<file path="config.mk">
export PLATFORM = sky130hd
export DESIGN_NAME = grp_irq_arb
export DESIGN_NICKNAME = d
export VERILOG_FILES = /design/src/rtl/grp_irq_pkg.sv /design/src/rtl/prio_min_tree.sv /design/src/rtl/grp_preempt_judge.sv /design/src/rtl/grp_irq_arb.sv
export SDC_FILE = /design/constraint.sdc
export NUM_CORES = 1
export LEC_CHECK = 0
export ABC_AREA = 1
export BUFFER_PORTS_ARGS = -buffer_cell sky130_fd_sc_hd__buf_4
export CAP_MARGIN = 20
export CORE_MARGIN = 1
export CORE_UTILIZATION = 35
export CTS_CLUSTER_DIAMETER = 120
export DETAILED_ROUTE_END_ITERATION = 6
export PLACE_DENSITY = 0.65
export SLEW_MARGIN = 20
export SYNTH_ARGS = -nofsm -noshare
export SYNTH_HDL_FRONTEND = slang
export SYNTH_SLANG_ARGS = --single-unit
</file>
<file path="constraint.sdc">
create_clock -name clk -period 9.1 [get_ports clk]
set_input_delay 0.91 -clock clk [delete_from_list [all_inputs] [get_ports clk]]
set_output_delay 0.91 -clock clk [all_outputs]
set_load 0.05 [all_outputs]
</file>
<file path="src/rtl/grp_irq_pkg.sv">
`timescale 1ns/1ps
package grp_irq_pkg;
  localparam int MAX_PW = 8;
  localparam int FULL_GROUP_CODE = 3;

  // number of sub-priority bits selected by a grouping code
  function automatic int sub_bits(input logic [2:0] g);
    return (int'(g) < FULL_GROUP_CODE) ? 0 : int'(g) - FULL_GROUP_CODE;
  endfunction

  // mask that keeps the group part of a priority value
  function automatic logic [MAX_PW-1:0] group_mask(input logic [2:0] g);
    logic [MAX_PW-1:0] m;
    m = '1;
    return m << sub_bits(g);
  endfunction
endpackage

</file>
<file path="src/rtl/prio_min_tree.sv">
`timescale 1ns/1ps
module prio_min_tree #(
  parameter int N  = 43,
  parameter int PW = 4,
  parameter int IW = 6
) (
  input  logic [N-1:0]    req,
  input  logic [N*PW-1:0] prio_flat,
  output logic            o_valid,
  output logic [PW-1:0]   o_prio,
  output logic [IW-1:0]   o_id
);
  localparam int LVL   = (N > 1) ? $clog2(N) : 1;
  localparam int LEAF  = 1 << LVL;
  localparam int NODES = 2 * LEAF - 1;

  logic          nv [NODES];
  logic [PW-1:0] np [NODES];
  logic [IW-1:0] ni [NODES];

  // leaves: lower source numbers sit further left
  for (genvar j = 0; j < LEAF; j++) begin : g_leaf
    if (j < N) begin : g_real
      assign nv[LEAF-1+j] = req[j];
      assign np[LEAF-1+j] = prio_flat[j*PW +: PW];
      assign ni[LEAF-1+j] = IW'(j);
    end else begin : g_pad
      assign nv[LEAF-1+j] = 1'b0;
      assign np[LEAF-1+j] = '1;
      assign ni[LEAF-1+j] = '0;
    end
  end

  // internal nodes: left child wins ties, which keeps the lower index
  for (genvar k = 0; k < LEAF - 1; k++) begin : g_node
    logic take_l;
    assign take_l = nv[2*k+1] && (!nv[2*k+2] || (np[2*k+1] <= np[2*k+2]));
    assign nv[k]  = nv[2*k+1] | nv[2*k+2];
    assign np[k]  = take_l ? np[2*k+1] : np[2*k+2];
    assign ni[k]  = take_l ? ni[2*k+1] : ni[2*k+2];
  end

  assign o_valid = nv[0];
  assign o_prio  = np[0];
  assign o_id    = ni[0];
endmodule

</file>
<file path="src/rtl/grp_preempt_judge.sv">
`timescale 1ns/1ps
module grp_preempt_judge #(
  parameter int PW = 4
) (
  input  logic          cand_valid,
  input  logic [PW-1:0] cand_prio,
  input  logic [2:0]    grouping,
  input  logic          act_valid,
  input  logic [PW-1:0] act_prio,
  output logic          preempt
);
  import grp_irq_pkg::*;

  logic [MAX_PW-1:0] full_mask;
  logic [PW-1:0]     mask;
  logic [PW-1:0]     cand_grp;
  logic [PW-1:0]     act_grp;

  assign full_mask = group_mask(grouping);
  assign mask      = full_mask[PW-1:0];
  assign cand_grp  = cand_prio & mask;
  assign act_grp   = act_prio & mask;
  assign preempt   = cand_valid && (!act_valid || (cand_grp < act_grp));
endmodule

</file>
<file path="src/rtl/grp_irq_arb.sv">
`timescale 1ns/1ps
module grp_irq_arb #(
  parameter int NUM_SRC = 43,
  parameter int PRIO_W  = 4,
  parameter int ID_W    = (NUM_SRC > 1) ? $clog2(NUM_SRC) : 1
) (
  input  logic                     clk,
  input  logic                     rst_n,
  input  logic [NUM_SRC-1:0]       pend,
  input  logic [NUM_SRC-1:0]       en,
  input  logic [NUM_SRC*PRIO_W-1:0] prio_flat,
  input  logic [2:0]               grouping,
  input  logic                     act_valid,
  input  logic [PRIO_W-1:0]        act_prio,
  output logic [ID_W-1:0]          win_id,
  output logic                     win_valid,
  output logic                     preempt
);
  logic [NUM_SRC-1:0] req_vec;
  logic               nxt_valid;
  logic [PRIO_W-1:0]  nxt_prio;
  logic [ID_W-1:0]    nxt_id;
  logic               nxt_preempt;

  assign req_vec = pend & en;

  prio_min_tree #(.N(NUM_SRC), .PW(PRIO_W), .IW(ID_W)) u_tree (
    .req      (req_vec),
    .prio_flat(prio_flat),
    .o_valid  (nxt_valid),
    .o_prio   (nxt_prio),
    .o_id     (nxt_id)
  );

  grp_preempt_judge #(.PW(PRIO_W)) u_judge (
    .cand_valid(nxt_valid),
    .cand_prio (nxt_prio),
    .grouping  (grouping),
    .act_valid (act_valid),
    .act_prio  (act_prio),
    .preempt   (nxt_preempt)
  );

  always_ff @(posedge clk) begin
    if (!rst_n) begin
      win_id    <= '0;
      win_valid <= 1'b0;
      preempt   <= 1'b0;
    end else begin
      win_id    <= nxt_valid ? nxt_id : '0;
      win_valid <= nxt_valid;
      preempt   <= nxt_preempt;
    end
  end
endmodule

</file>
Yosys cells after proc, flatten, opt, wreduce, memory -nomap -nowiden
Cells that the tools add are included.
{"block": "word_totals", "regBits": 8, "latchBits": 0, "mem_bits_rw": 0, "mem_bits_ro": 0, "out_inout_bits": 8, "word_cells": 315, "n_memories": 0}
{"block": "op_classes", "addsub": 1, "multipliers": 0, "div_mod_pow": 0, "order_cmp": 44, "n_eq_ne": 0, "shifts": 1, "muxes": 91, "bitwise_logic": 45, "n_reduce_logical": 130}
{"cell": "2-to-1 mux 4 bit", "count": 46}
{"cell": "<= comparator 4 bit", "count": 42}
{"cell": "2-to-1 mux 6 bit", "count": 12}
{"cell": "AND 43 bit", "count": 1}
{"cell": "logical AND 1 bit", "count": 43}
{"cell": "zero test 1 bit", "count": 43}
{"cell": "logical OR 1 bit", "count": 43}
{"cell": "bitwise OR 1 bit", "count": 42}
{"cell": "2-to-1 mux 32 bit", "count": 1}
{"cell": "<< shifter 8 x 32 -> 4 bit (first input constant)", "count": 1}
{"cell": "2-to-1 mux 1 bit", "count": 21}
{"cell": "2-to-1 mux 2 bit", "count": 8}
{"cell": "2-to-1 mux 3 bit", "count": 3}
{"cell": "AND 4 bit", "count": 2}
{"cell": "less-than comparator 4 bit", "count": 1}
{"cell": "subtractor 3 x 2 -> 4 bit (second input constant)", "count": 1}
{"cell": "less-than comparator 3 x 2 -> 1 bit (second input constant)", "count": 1}
{"cell": "AND reduction 2 bit", "count": 1}

Depth between registers and ports, before layout
Gate-level depths: netlist (run 1).
{"block": "depth", "ltp_word": 29, "mapped_depth": 70, "ltp_nobuf": 67}

By module
Synthesis (run 1) repeated with hierarchy kept, for this count alone.
{"block": "hier_totals", "cells_unflattened": 1466, "area_unflattened_um2": 8008.9}
{"mod": "prio_min_tree", "n_inst": 1, "cells_per_inst": 1320, "area_each_um2": 7272.0, "seq_area_each_um2": 0.0}
{"mod": "grp_irq_arb", "n_inst": 1, "cells_per_inst": 110, "area_each_um2": 545.5, "seq_area_each_um2": 160.2}
{"mod": "grp_preempt_judge", "n_inst": 1, "cells_per_inst": 36, "area_each_um2": 191.4, "seq_area_each_um2": 0.0}

Worst setup path before layout (run 1)
Ideal clock, no wire load.
{"block": "synth_path", "kind": "input -> register", "startpoint": "in prio_flat[5]", "endpoint": "reg preempt", "arrival_time_ns": 7.950, "slack_ns": 1.080, "path_stages": 52, "cell_sequence": "inv_1 ha_1 inv_1 nor2_1 o211ai_1 nand2_1 nand4_1 nand3_1 nor2_1 a21oi_1 ha_1 a21oi_1 o21ai_0 a31oi_1 o21ai_0 ha_1 nand3_1 o21ai_1 (+16 left out) a221oi_1 nor2_1 buf_2 nand2_1 o21ai_2 ha_1 nand2_1 inv_1 a32oi_1 nand2_1 nand2_1 nand2_1 o211ai_2 inv_1 ha_1 a21oi_1 nand2_1 a21oi_1"}
{"block": "synth_between", "elab_chain_cells": 28}
{"element": "start: declaration", "line_no": "grp_irq_arb.sv:11", "text": "input logic [NUM_SRC*PRIO_W-1:0] prio_flat,"}
{"element": "<= comparator 4 bit", "line_no": "prio_min_tree.sv:37", "text": "assign take_l = nv[2*k+1] && (!nv[2*k+2] || (np[2*k+1] <= np[2*k+2]));"}
{"element": "logical OR 1 bit", "line_no": "prio_min_tree.sv:37"}
{"element": "logical AND 1 bit", "line_no": "prio_min_tree.sv:37"}
{"element": "2-to-1 mux 4 bit *", "line_no": "prio_min_tree.sv:39", "text": "assign np[k] = take_l ? np[2*k+1] : np[2*k+2];"}
{"element": "<= comparator 4 bit", "line_no": "prio_min_tree.sv:37"}
{"element": "logical OR 1 bit", "line_no": "prio_min_tree.sv:37"}
{"element": "logical AND 1 bit", "line_no": "prio_min_tree.sv:37"}
{"element": "2-to-1 mux 4 bit *", "line_no": "prio_min_tree.sv:39"}
{"element": "(+12 left out)"}
{"element": "<= comparator 4 bit", "line_no": "prio_min_tree.sv:37"}
{"element": "logical OR 1 bit", "line_no": "prio_min_tree.sv:37"}
{"element": "logical AND 1 bit", "line_no": "prio_min_tree.sv:37"}
{"element": "2-to-1 mux 4 bit *", "line_no": "prio_min_tree.sv:39"}
{"element": "AND 4 bit *", "line_no": "grp_preempt_judge.sv:21", "text": "assign cand_grp = cand_prio & mask;"}
{"element": "less-than comparator 4 bit *", "line_no": "grp_preempt_judge.sv:23", "text": "assign preempt = cand_valid && (!act_valid || (cand_grp < act_grp));"}
{"element": "logical OR 1 bit *", "line_no": "grp_preempt_judge.sv:23"}
{"element": "logical AND 1 bit *", "line_no": "grp_preempt_judge.sv:23"}
{"element": "end signal: assignment", "line_no": "grp_irq_arb.sv:52", "text": "preempt <= nxt_preempt;"}
{"element": "end: declaration", "line_no": "grp_irq_arb.sv:17", "text": "output logic preempt"}
Mark *: on every way between the ends. The rest lies on a longest branch, timed or not.
A chain may end at the register's enable or synchronous reset.

Worst setup path in the final report (run 1)
{"block": "layout_path", "startpoint": "in prio_flat[115]", "endpoint": "reg preempt"}
Same word-level chain as after synthesis.

==> results of run 1 <==
[cells in the mapped netlist (2+ instances only)]
cell	count	share of area [%]
sky130_fd_sc_hd__a21oi_1	93	6.3
sky130_fd_sc_hd__nand3_1	53	3.6
sky130_fd_sc_hd__nand2_4	7	1.1
sky130_fd_sc_hd__nand3_2	8	1.1
sky130_fd_sc_hd__o21bai_2	3	0.46
sky130_fd_sc_hd__dfxtp_1	8	2.2
sky130_fd_sc_hd__nand4_1	17	1.4
sky130_fd_sc_hd__nand2_1	332	17
sky130_fd_sc_hd__nor2_2	6	0.51
sky130_fd_sc_hd__o2111ai_1	7	0.83
sky130_fd_sc_hd__a31oi_1	4	0.34
sky130_fd_sc_hd__ha_1	163	28
sky130_fd_sc_hd__o21bai_1	8	0.82
sky130_fd_sc_hd__a22o_1	8	0.95
sky130_fd_sc_hd__o211ai_1	13	1.3
sky130_fd_sc_hd__nor2_1	80	4.1
sky130_fd_sc_hd__o21a_1	2	0.20
sky130_fd_sc_hd__inv_1	208	11
sky130_fd_sc_hd__o21ai_1	16	1.1
sky130_fd_sc_hd__buf_6	4	0.61
sky130_fd_sc_hd__o21ai_2	8	0.95
sky130_fd_sc_hd__o21ai_0	153	10
sky130_fd_sc_hd__nand3b_1	4	0.41
sky130_fd_sc_hd__o211ai_2	3	0.51
sky130_fd_sc_hd__nand2_2	31	2.6
sky130_fd_sc_hd__a32oi_1	2	0.24
sky130_fd_sc_hd__inv_2	4	0.20
sky130_fd_sc_hd__nor3_1	3	0.20
sky130_fd_sc_hd__a221oi_1	2	0.24
[cell type report]
class / count / area, sq um
Clock buffer: 3 / 75.1
Fill cell: 2198 / 10500
Inverter: 213 / 800
Multi-Input combinational cell: 1039 / 6380
Sequential cell: 8 / 160
Tap cell: 270 / 338
Timing Repair Buffer: 287 / 2150
[through the flow]
step | hold slack (ns) | setup TNS, ns | instance area [sq um]
after global routing | 0.876 | -0.0457 | 9900
after detailed placement | 1.10 | -0.999 | 9770
after CTS | 0.860 | 0 | 9840
after floorplan | 1.01 | 0 | 7370
after global placement | 1.10 | 0 | 9770
final | 0.867 | 0 | 9900
[critical path, delay by kind of cell]
| kind | cells | cell delay, ns |
|---|---|---|
| AO/OA/AOI/OAI | 13 | 2.11 |
| adder cells (fa/ha/maj) | 7 | 2.03 |
| AND/OR/NAND/NOR | 28 | 2.72 |
| buffers and inverters | 10 | 0.77 |
[kinds of logic after synthesis]
group | count (synthesis) | synth area share, %
buffers and inverters | 221 | 11.7
flip-flops | 8 | 2.17
AND/OR/NAND/NOR | 545 | 32.3
multiplexers | 1 | 0.136
adder cells (fa/ha/maj) | 163 | 27.7
AO/OA/AOI/OAI | 330 | 25.9
[power groups by stage]
stage / Clock [mW] / Combinational (mW) / Sequential [mW]
3_5_place_dp: 0 / 1.50 / 0.0568
4_1_cts: 0.0744 / 1.51 / 0.0564
2_1_floorplan: 0 / 1.08 / 0.0952
3_3_place_gp: 0 / 1.46 / 0.0570
5_1_grt: 0.0767 / 1.79 / 0.0572
6_report: 0.0733 / 1.56 / 0.0563
[worst max-delay path by stage]
stage | slack, ns | start | to
final | 0.72 | prio_flat[115] | preempt
after global routing | -0.05 | prio_flat[29] | preempt
after CTS | 0.22 | prio_flat[73] | preempt
after detailed placement | -0.28 | prio_flat[73] | preempt
after global placement | 0.02 | prio_flat[73] | preempt
after floorplan | 1.08 | prio_flat[5] | preempt
[state kept, by name (all words and copies together) (netlist names)]
| signal | count |
|---|---|
| win_id | 6 |
| preempt | 1 |
| win_valid | 1 |
[metal layers]
metal	GRT usage (%)	share of wire, %	wire, um	vias to the layer above
li1	-	-	-	4832
met3	1.58	4.3	944	22
met4	3.97	1.5	329	0
met1	23.1	45	9710	3756
met2	37.6	50	10800	202
met5	0	0	0	-
[repair_timing]
action	4_1_cts	5_1_grt
endpoints found under the setup margin	2	7
pin swaps	0	2
setup buffers	0	4
resized for setup	1	20
hold buffers	0	0
==> flow_metrics.env, run 1 <==
export IMPL_floorplan_io_pins=276
export IMPL_postLayoutCoreUtil_pct=48.5
export IMPL_vias=8812
export IMPL_power_per_cell_area_nw_per_um2=171
export IMPL_mappedNetlistNets=1699
export IMPL_grt_first_pass_wirelength_um=35900
export IMPL_ys_dominant_reg_cell="sky130_fd_sc_hd__dfxtp_1"
export IMPL_max_clock_path_buffers=2
export IMPL_fp_dieH_um=147
export IMPL_antenna_violating_nets_post_route=0
export IMPL_antenna_cells=0
export IMPL_port_buffers=275
export IMPL_first_pass_iters=5
export IMPL_report_final_setup_viol=0
export IMPL_crit_fanout=13
export IMPL_core_area_sq_um=20400
export IMPL_swShare_pct=57.1
export IMPL_cts_buffers=3
export IMPL_layout_drive_gt1_share_pct=24.1
export IMPL_routed_wl_um=21800
export IMPL_timing_critical_path_arrival_ns=8.54
export IMPL_final_setup_worst_slack_ns=0.718
export IMPL_remaining_drc_errors=0
export IMPL_slew_headroom_pct=59.6
export IMPL_placed_cells=1813
export IMPL_grt_pass1_vias=8371
export IMPL_clk_root_buffer_cell="sky130_fd_sc_hd__clkbuf_16"
export IMPL_globalRouteTotalUtil_pct=19.5
export IMPL_tritoncts_clock_tree="yes"
export IMPL_peak_clock_frequency_supported_by_timing_ghz=0.119
export IMPL_synth_seq_area_share_pct=2.17
export IMPL_core_rowCount=52
export IMPL_holdPathStages=2
export IMPL_layout_cells_most_common="sky130_fd_sc_hd__nand2_1"
export IMPL_power_combinational_fraction_pct=92.3
export IMPL_layout_min_cycle_time_ns=8.38
export IMPL_routed_via_density=4.84
export IMPL_outcome="complete, no violations"
export IMPL_clockPowerShare_pct=4.3
export IMPL_crit_required_ns=9.26
export IMPL_endpoint_kind="flop"
export IMPL_global_route_overflow_total=0
export IMPL_detail_route_iter0_violations=203
export IMPL_critical_path_class="primary input to flop"
export IMPL_grt_start_max_net_pins=14
export IMPL_routed_wire_length_per_instance_um=12.0
export IMPL_clkTransAtPathRegs_ns=0.04
export IMPL_layout_common_cells="330 x sky130_fd_sc_hd__nand2_1, 287 x sky130_fd_sc_hd__buf_4, 208 x sky130_fd_sc_hd__inv_1, 163 x sky130_fd_sc_hd__ha_1, 140 x sky130_fd_sc_hd__o21ai_0"
export IMPL_static_leakage_power_nw=5.69
export IMPL_sequential_fraction_of_design_power_pct=3.3
export IMPL_chipWidth_um=147
export IMPL_synthCells=1268
export IMPL_synth_warnings=0
export IMPL_path_common_cell="sky130_fd_sc_hd__nand2_1"
export IMPL_yosys_register_bits=8
export IMPL_avgSynthCellArea_sq_um=5.81
export IMPL_nNetsFinal=1983
export IMPL_min_to="preempt"
export IMPL_critPathMaxStageDelay_ns=0.38
export IMPL_power_mw=1.69
export IMPL_startpoint_type="primary input"
export IMPL_number_of_antenna_violations_at_the_first_check_in_global_routing=0
export IMPL_max_vdd_ir_drop_v=0.000195
export IMPL_total_switching_power_uw=967
export IMPL_non_filler_cells_final=1820
export IMPL_measured_slew_at_the_worst_slew_check_pin_ns=0.605
export IMPL_intPower_uw=727
export IMPL_total_die_area_sq_um=21600
export IMPL_ys_async_sr_fraction_pct=0
export IMPL_layout_area_overhead_vs_synth_pct=34.4
export IMPL_number_of_flops_mapped_to_enable_cells_by_yosys=0
export IMPL_finalMaxSlewViolations=0
export IMPL_cts_htree_levels=1
export IMPL_slowest_stage="sky130_fd_sc_hd__o21ai_0"
export IMPL_gp_routability_congestion=0.876
export IMPL_dpl_worst_slack_ns=-0.285
export IMPL_timing_hold_violations_final=0
export IMPL_timing_hold_worst_start="act_valid"
export IMPL_initial_utilization_pct=36.1
export IMPL_netlist_cell_type_count=47
export IMPL_cap_violations=0
export IMPL_cts_sinks=8
export IMPL_mappedNetlistArea_sq_um=7370
export IMPL_hold_class="primary input to flop"
export IMPL_layout_worst_path_cycle_share_pct=92.1
export IMPL_place_hpwl_um=19900
Note: power is estimated with default switching activity, not from simulation.
==> run 2: changes to the inputs <==
- BUFFER_PORTS_ARGS: -buffer_cell sky130_fd_sc_hd__buf_4 -> default
- DONT_BUFFER_PORTS: default -> 1
- PLACE_DENSITY: 0.65 -> 0.54
==> flow_metrics.env, run 2 (same netlist as run 1, synthesis figures left out) <==
export IMPL_initial_utilization_pct=36.1
export IMPL_crit_required_ns=9.26
export IMPL_outcome="complete, no violations"
export IMPL_tritoncts_clock_tree="yes"
export IMPL_static_leakage_power_nw=4.35
export IMPL_holdPathStages=1
export IMPL_max_clock_path_buffers=2
export IMPL_core_area_sq_um=20400
export IMPL_finalMaxSlewViolations=0
export IMPL_clk_root_buffer_cell="sky130_fd_sc_hd__clkbuf_16"
export IMPL_tns_ns=0
export IMPL_cts_buffers=3
export IMPL_total_die_area_sq_um=21600
export IMPL_place_hpwl_um=18400
export IMPL_rsz0062_at_grt="no"
export IMPL_layout_drive_gt1_share_pct=7.70
export IMPL_registers_top_by_ff_count="win_id"
export IMPL_layout_worst_path_cycle_share_pct=91.5
export IMPL_grt_pass1_vias=7142
export IMPL_first_pass_iters=4
export IMPL_power_mw=1.59
export IMPL_startpoint_type="primary input"
export IMPL_crit_fanout=9
export IMPL_hold_worst_slack_ns=0.774
export IMPL_layout_common_cells="330 x sky130_fd_sc_hd__nand2_1, 208 x sky130_fd_sc_hd__inv_1, 163 x sky130_fd_sc_hd__ha_1, 140 x sky130_fd_sc_hd__o21ai_0, 92 x sky130_fd_sc_hd__a21oi_1"
export IMPL_groute_layer_met2_usage_pct=31.9
export IMPL_global_route_overflow_total=0
export IMPL_critical_path_class="primary input to flop"
export IMPL_gr_usage_met3_pct=2.42
export IMPL_layout_min_cycle_time_ns=8.33
export IMPL_layout_area_overhead_vs_synth_pct=6.25
export IMPL_slowest_stage="sky130_fd_sc_hd__a221oi_2"
export IMPL_path_common_cell="sky130_fd_sc_hd__nand2_1"
export IMPL_layout_cells_most_common="sky130_fd_sc_hd__nand2_1"
export IMPL_cap_violations=0
export IMPL_report_final_setup_viol=0
export IMPL_slew_headroom_pct=54.8
export IMPL_vias=7744
export IMPL_routed_wire_length_per_instance_um=13.0
export IMPL_power_per_cell_area_nw_per_um2=204
export IMPL_antenna_violating_nets_post_route=0
export IMPL_gp_routability_congestion=0.861
export IMPL_antenna_cells=0
export IMPL_top_regs="win_id: 6 flops, preempt: 1 flops, win_valid: 1 flops"
export IMPL_port_buffers=0
export IMPL_globalRouteTotalUtil_pct=17.8
export IMPL_grt_start_max_net_pins=14
export IMPL_grt_use_met1_pct=22.6
export IMPL_clkTransAtPathRegs_ns=0.04
export IMPL_nNetsFinal=1705
export IMPL_layout_filler_cells=2324
export IMPL_timing_critical_path_arrival_ns=8.48
export IMPL_cts_htree_levels=1
export IMPL_detail_route_iter0_violations=209
export IMPL_timing_hold_violations_final=0
export IMPL_max_vdd_ir_drop_v=0.000160
export IMPL_measured_slew_at_the_worst_slew_check_pin_ns=0.677
export IMPL_remaining_drc_errors=0
export IMPL_routed_via_density=5.02
export IMPL_grt_most_used_layer="met2"
export IMPL_number_of_antenna_violations_at_the_first_check_in_global_routing=0
export IMPL_chipWidth_um=147
export IMPL_fp_dieH_um=147
export IMPL_cts_sinks=8
export IMPL_grt_first_pass_wirelength_um=32300
export IMPL_critPathMaxStageDelay_ns=0.37
export IMPL_core_rowCount=52
export IMPL_floorplan_io_pins=276
export IMPL_endpoint_kind="flop"
export IMPL_hold_class="primary input to flop"
export IMPL_peak_clock_frequency_supported_by_timing_ghz=0.120
export IMPL_largest_reg_flops=6
export IMPL_routed_wl_um=20000
export IMPL_ctsHoldBuffers=0
run 2: cell count changes in the layout (fill, tap and decap cells not counted), sizes merged:
| cell | previous run | this run |
|---|---|---|
| buf | 287 | 8 |
| clkinv | 1 | 0 |
| clkinvlp | 0 | 1 |
| nor2 | 86 | 87 |
run 2: where the power goes:
group	switching, mW	internal [mW]	total (mW)
Combinational	0.891	0.530	1.42
Sequential	0.0477	0.0521	0.0999
Clock	0.0168	0.0566	0.0734
Total	0.956	0.639	1.59
run 2: worst paths after layout:
path     startpoint  endpoint  slack [ns]
min       act_valid   preempt        0.77
max   prio_flat[23]   preempt        0.77
run 2: worst max-delay path: cells and delay by family:
family	cells	cell delay [ns]
buffers and inverters	7	0.63
adder cells (fa/ha/maj)	7	2.03
AND/OR/NAND/NOR	18	1.81
AO/OA/AOI/OAI	20	3.09
run 2: metrics by stage:
stage          util [%]  instance area, sq um  cells  setup slack [ns]
2_1_floorplan         -                  7370   1268              1.08
6_report           38.3                  7830   1542             0.771
5_1_grt            38.3                  7830   1542           0.00132
3_3_place_gp       37.7                  7690   1537           -0.0580
3_5_place_dp       37.7                  7690   1537            -0.207
4_1_cts            38.0                  7770   1540            0.0107
run 2: final cells by class:
cell class / instances / area [sq um] / share of cell area, %
inverter: 213 / 803 / 10.3
multi-input combinational: 1040 / 6390 / 81.7
tap: 270 / 338 / 4.32
sequential: 8 / 160 / 2.05
timing repair buffer: 8 / 60.1 / 0.767
clock buffer: 3 / 75.1 / 0.959
run 2: what timing repair did:
| item | 4_1_cts | 5_1_grt |
|---|---|---|
| resized for setup | 0 | 24 |
| hold endpoints to repair | 0 | 0 |
| buffers inserted | 0 | 1 |
| setup endpoints to repair | 0 | 7 |
run 2: metal layers:
metal	part of all wire, %	wire (um)
met1	47	9410
met2	47	9320
met3	5.2	1050
met4	1.3	252
met5	0	0
==> run 3: changes to the inputs <==
- SYNTH_HIERARCHICAL: default -> 1
- clock period: 9.1 -> 10.2 ns (I/O delays scaled with it)
==> flow_metrics.env, run 3 <==
export IMPL_layout_cells_most_common="sky130_fd_sc_hd__nand2_1"
export IMPL_ys_async_sr_fraction_pct=0
export IMPL_power_mw=1.62
export IMPL_report_final_setup_viol=0
export IMPL_antenna_violating_nets_post_route=0
export IMPL_fp_dieH_um=153
export IMPL_mappedNetlistNets=1891
export IMPL_routed_wire_length_per_instance_um=12.1
export IMPL_post_cts_resize_count=0
export IMPL_port_buffers=0
export IMPL_cts_htree_levels=1
export IMPL_slowest_stage="sky130_fd_sc_hd__a31oi_2"
export IMPL_crit_fanout=12
export IMPL_post_route_cell_area_sq_um=8410
export IMPL_first_pass_iters=5
export IMPL_detail_route_iter0_violations=406
export IMPL_number_of_antenna_violations_at_the_first_check_in_global_routing=0
export IMPL_measured_slew_at_the_worst_slew_check_pin_ns=0.729
export IMPL_synthTopCellsByArea="sky130_fd_sc_hd__ha_1 25%, sky130_fd_sc_hd__nand2_1 20%, sky130_fd_sc_hd__inv_1 14%"
export IMPL_critPathMaxStageDelay_ns=0.37
export IMPL_synthDominantAreaCellType="sky130_fd_sc_hd__ha_1"
export IMPL_synth_top_cell_area_share_pct=24.5
export IMPL_cap_violations=0
export IMPL_dpl_worst_slack_ns=0.617
export IMPL_number_of_flops_mapped_to_enable_cells_by_yosys=0
export IMPL_timing_critical_path_arrival_ns=9.13
export IMPL_avgSynthCellArea_sq_um=5.46
export IMPL_endpoint_kind="flop"
export IMPL_static_leakage_power_nw=5.08
export IMPL_placed_area_sq_um=8330
export IMPL_routed_wl_um=21100
export IMPL_ys_dominant_reg_cell="sky130_fd_sc_hd__dfxtp_1"
export IMPL_outcome="complete, no violations"
export IMPL_routed_via_density=4.90
export IMPL_vias=8548
export IMPL_power_per_cell_area_nw_per_um2=192
export IMPL_grt_pass1_vias=7974
export IMPL_grt_first_pass_wirelength_um=35100
export IMPL_multi_input_comb_area_sq_um=6710
export IMPL_mappedNetlistArea_sq_um=8010
export IMPL_postLayoutCoreUtil_pct=38.0
export IMPL_yosysMostFrequentCell="sky130_fd_sc_hd__nand2_1"
export IMPL_timing_hold_worst_start="rst_n"
export IMPL_min_to="preempt"
export IMPL_rsz0062_at_grt="no"
export IMPL_synth_seq_area_share_pct=2.00
export IMPL_layout_min_cycle_time_ns=8.96
export IMPL_clk_root_buffer_cell="sky130_fd_sc_hd__clkbuf_16"
export IMPL_antenna_cells=0
export IMPL_registers_top_by_ff_count="win_id"
export IMPL_largest_reg_flops=6
export IMPL_post_cts_buffers=0
export IMPL_floorplan_io_pins=276
export IMPL_placed_cells=1741
export IMPL_core_area_sq_um=22200
export IMPL_chipWidth_um=153
export IMPL_slew_headroom_pct=51.2
export IMPL_synth_warnings=6
export IMPL_non_filler_cells_final=1744
export IMPL_gp_routability_congestion=0.855
export IMPL_max_vdd_ir_drop_v=0.000158
export IMPL_hold_worst_slack_ns=0.899
export IMPL_finalMaxSlewViolations=0
export IMPL_max_clock_path_buffers=2
export IMPL_globalRouteTotalUtil_pct=17.4
export IMPL_cts_buffers=3
export IMPL_tritoncts_clock_tree="yes"
export IMPL_critical_path_class="primary input to flop"
export IMPL_crit_required_ns=10.37
export IMPL_place_hpwl_um=19400
export IMPL_yosys_top_cells_count="418 x sky130_fd_sc_hd__nand2_1, 290 x sky130_fd_sc_hd__inv_1, 157 x sky130_fd_sc_hd__ha_1, 130 x sky130_fd_sc_hd__o21ai_0, 108 x sky130_fd_sc_hd__nand3_1"
export IMPL_global_route_overflow_total=0
export IMPL_ff_latch_area_sq_um=160
export IMPL_synthCells=1466
export IMPL_timing_hold_violations_final=0
export IMPL_core_rowCount=54
export IMPL_tns_ns=0
export IMPL_layout_filler_cells=2538
export IMPL_clkTransAtPathRegs_ns=0.04
export IMPL_initial_utilization_pct=36.1
export IMPL_ctsHoldBuffers=0
export IMPL_cts_sinks=8
export IMPL_layout_worst_path_cycle_share_pct=87.8
export IMPL_grt_start_max_net_pins=14
export IMPL_netlist_cell_type_count=34
export IMPL_nNetsFinal=1891
export IMPL_peak_clock_frequency_supported_by_timing_ghz=0.112
export IMPL_total_die_area_sq_um=23500
export IMPL_final_setup_worst_slack_ns=1.24
export IMPL_top_regs="win_id: 6 flops, preempt: 1 flops, win_valid: 1 flops"
export IMPL_layout_common_cells="418 x sky130_fd_sc_hd__nand2_1, 290 x sky130_fd_sc_hd__inv_1, 157 x sky130_fd_sc_hd__ha_1, 129 x sky130_fd_sc_hd__o21ai_0, 108 x sky130_fd_sc_hd__nand3_1"
export IMPL_hold_class="primary input to flop"
export IMPL_holdPathStages=2
export IMPL_yosys_register_bits=8
export IMPL_layout_drive_gt1_share_pct=6.01
export IMPL_layout_area_overhead_vs_synth_pct=5.01
export IMPL_remaining_drc_errors=0
export IMPL_startpoint_type="primary input"
run 3: worst max path at each step:
stage              startpoint  endpoint  slack [ns]  cells past startpoint
3_5_place_dp   prio_flat[101]   preempt        0.62                     60
3_3_place_gp   prio_flat[101]   preempt        0.73                     59
6_report       prio_flat[101]   preempt        1.24                     60
4_1_cts        prio_flat[101]   preempt        0.84                     60
2_1_floorplan  prio_flat[101]   preempt        1.57                     60
5_1_grt         prio_flat[45]   preempt        0.12                     64
run 3: logic make-up (layout without fill, tap and decap cells):
logic type,after synthesis,in the layout,share of synthesized area [%]
DFF,8,8,2.00
buffers and inverters,302,300,14.3
and+or+nand+nor,742,742,41.4
adders and majority gates,157,157,24.5
AOI/OAI and AO/OA,257,257,17.7
run 3: critical path: cells and delay by family:
family / cells / cell delay [ns]
compound gates: 16 / 2.78
fa+ha+maj: 7 / 2.00
buf+inv: 11 / 0.91
simple gates: 26 / 2.43
run 3: power breakdown:
part           internal [mW]  leakage [nW]  total, mW  switching [mW]
registers             0.0463        0.0665     0.0888          0.0424
clock network         0.0504        0.0370     0.0640          0.0136
logic                  0.556          4.98       1.47           0.909
total                  0.652          5.08       1.62           0.966
run 3: layer usage:
layer  routed length [um]  global-route usage (%)
met1                10000                    22.5
met2                 9800                    31.4
met3                 1110                    2.13
met4                  179                    2.21
met5                    0                       0
run 3: area by class of cell:
type	count	area share, %
Multi-Input combinational cell	1156	79.7
Inverter	296	13.2
Tap cell	280	4.17
Sequential cell	8	1.90
Clock buffer	3	0.893
Timing Repair Buffer	1	0.0893
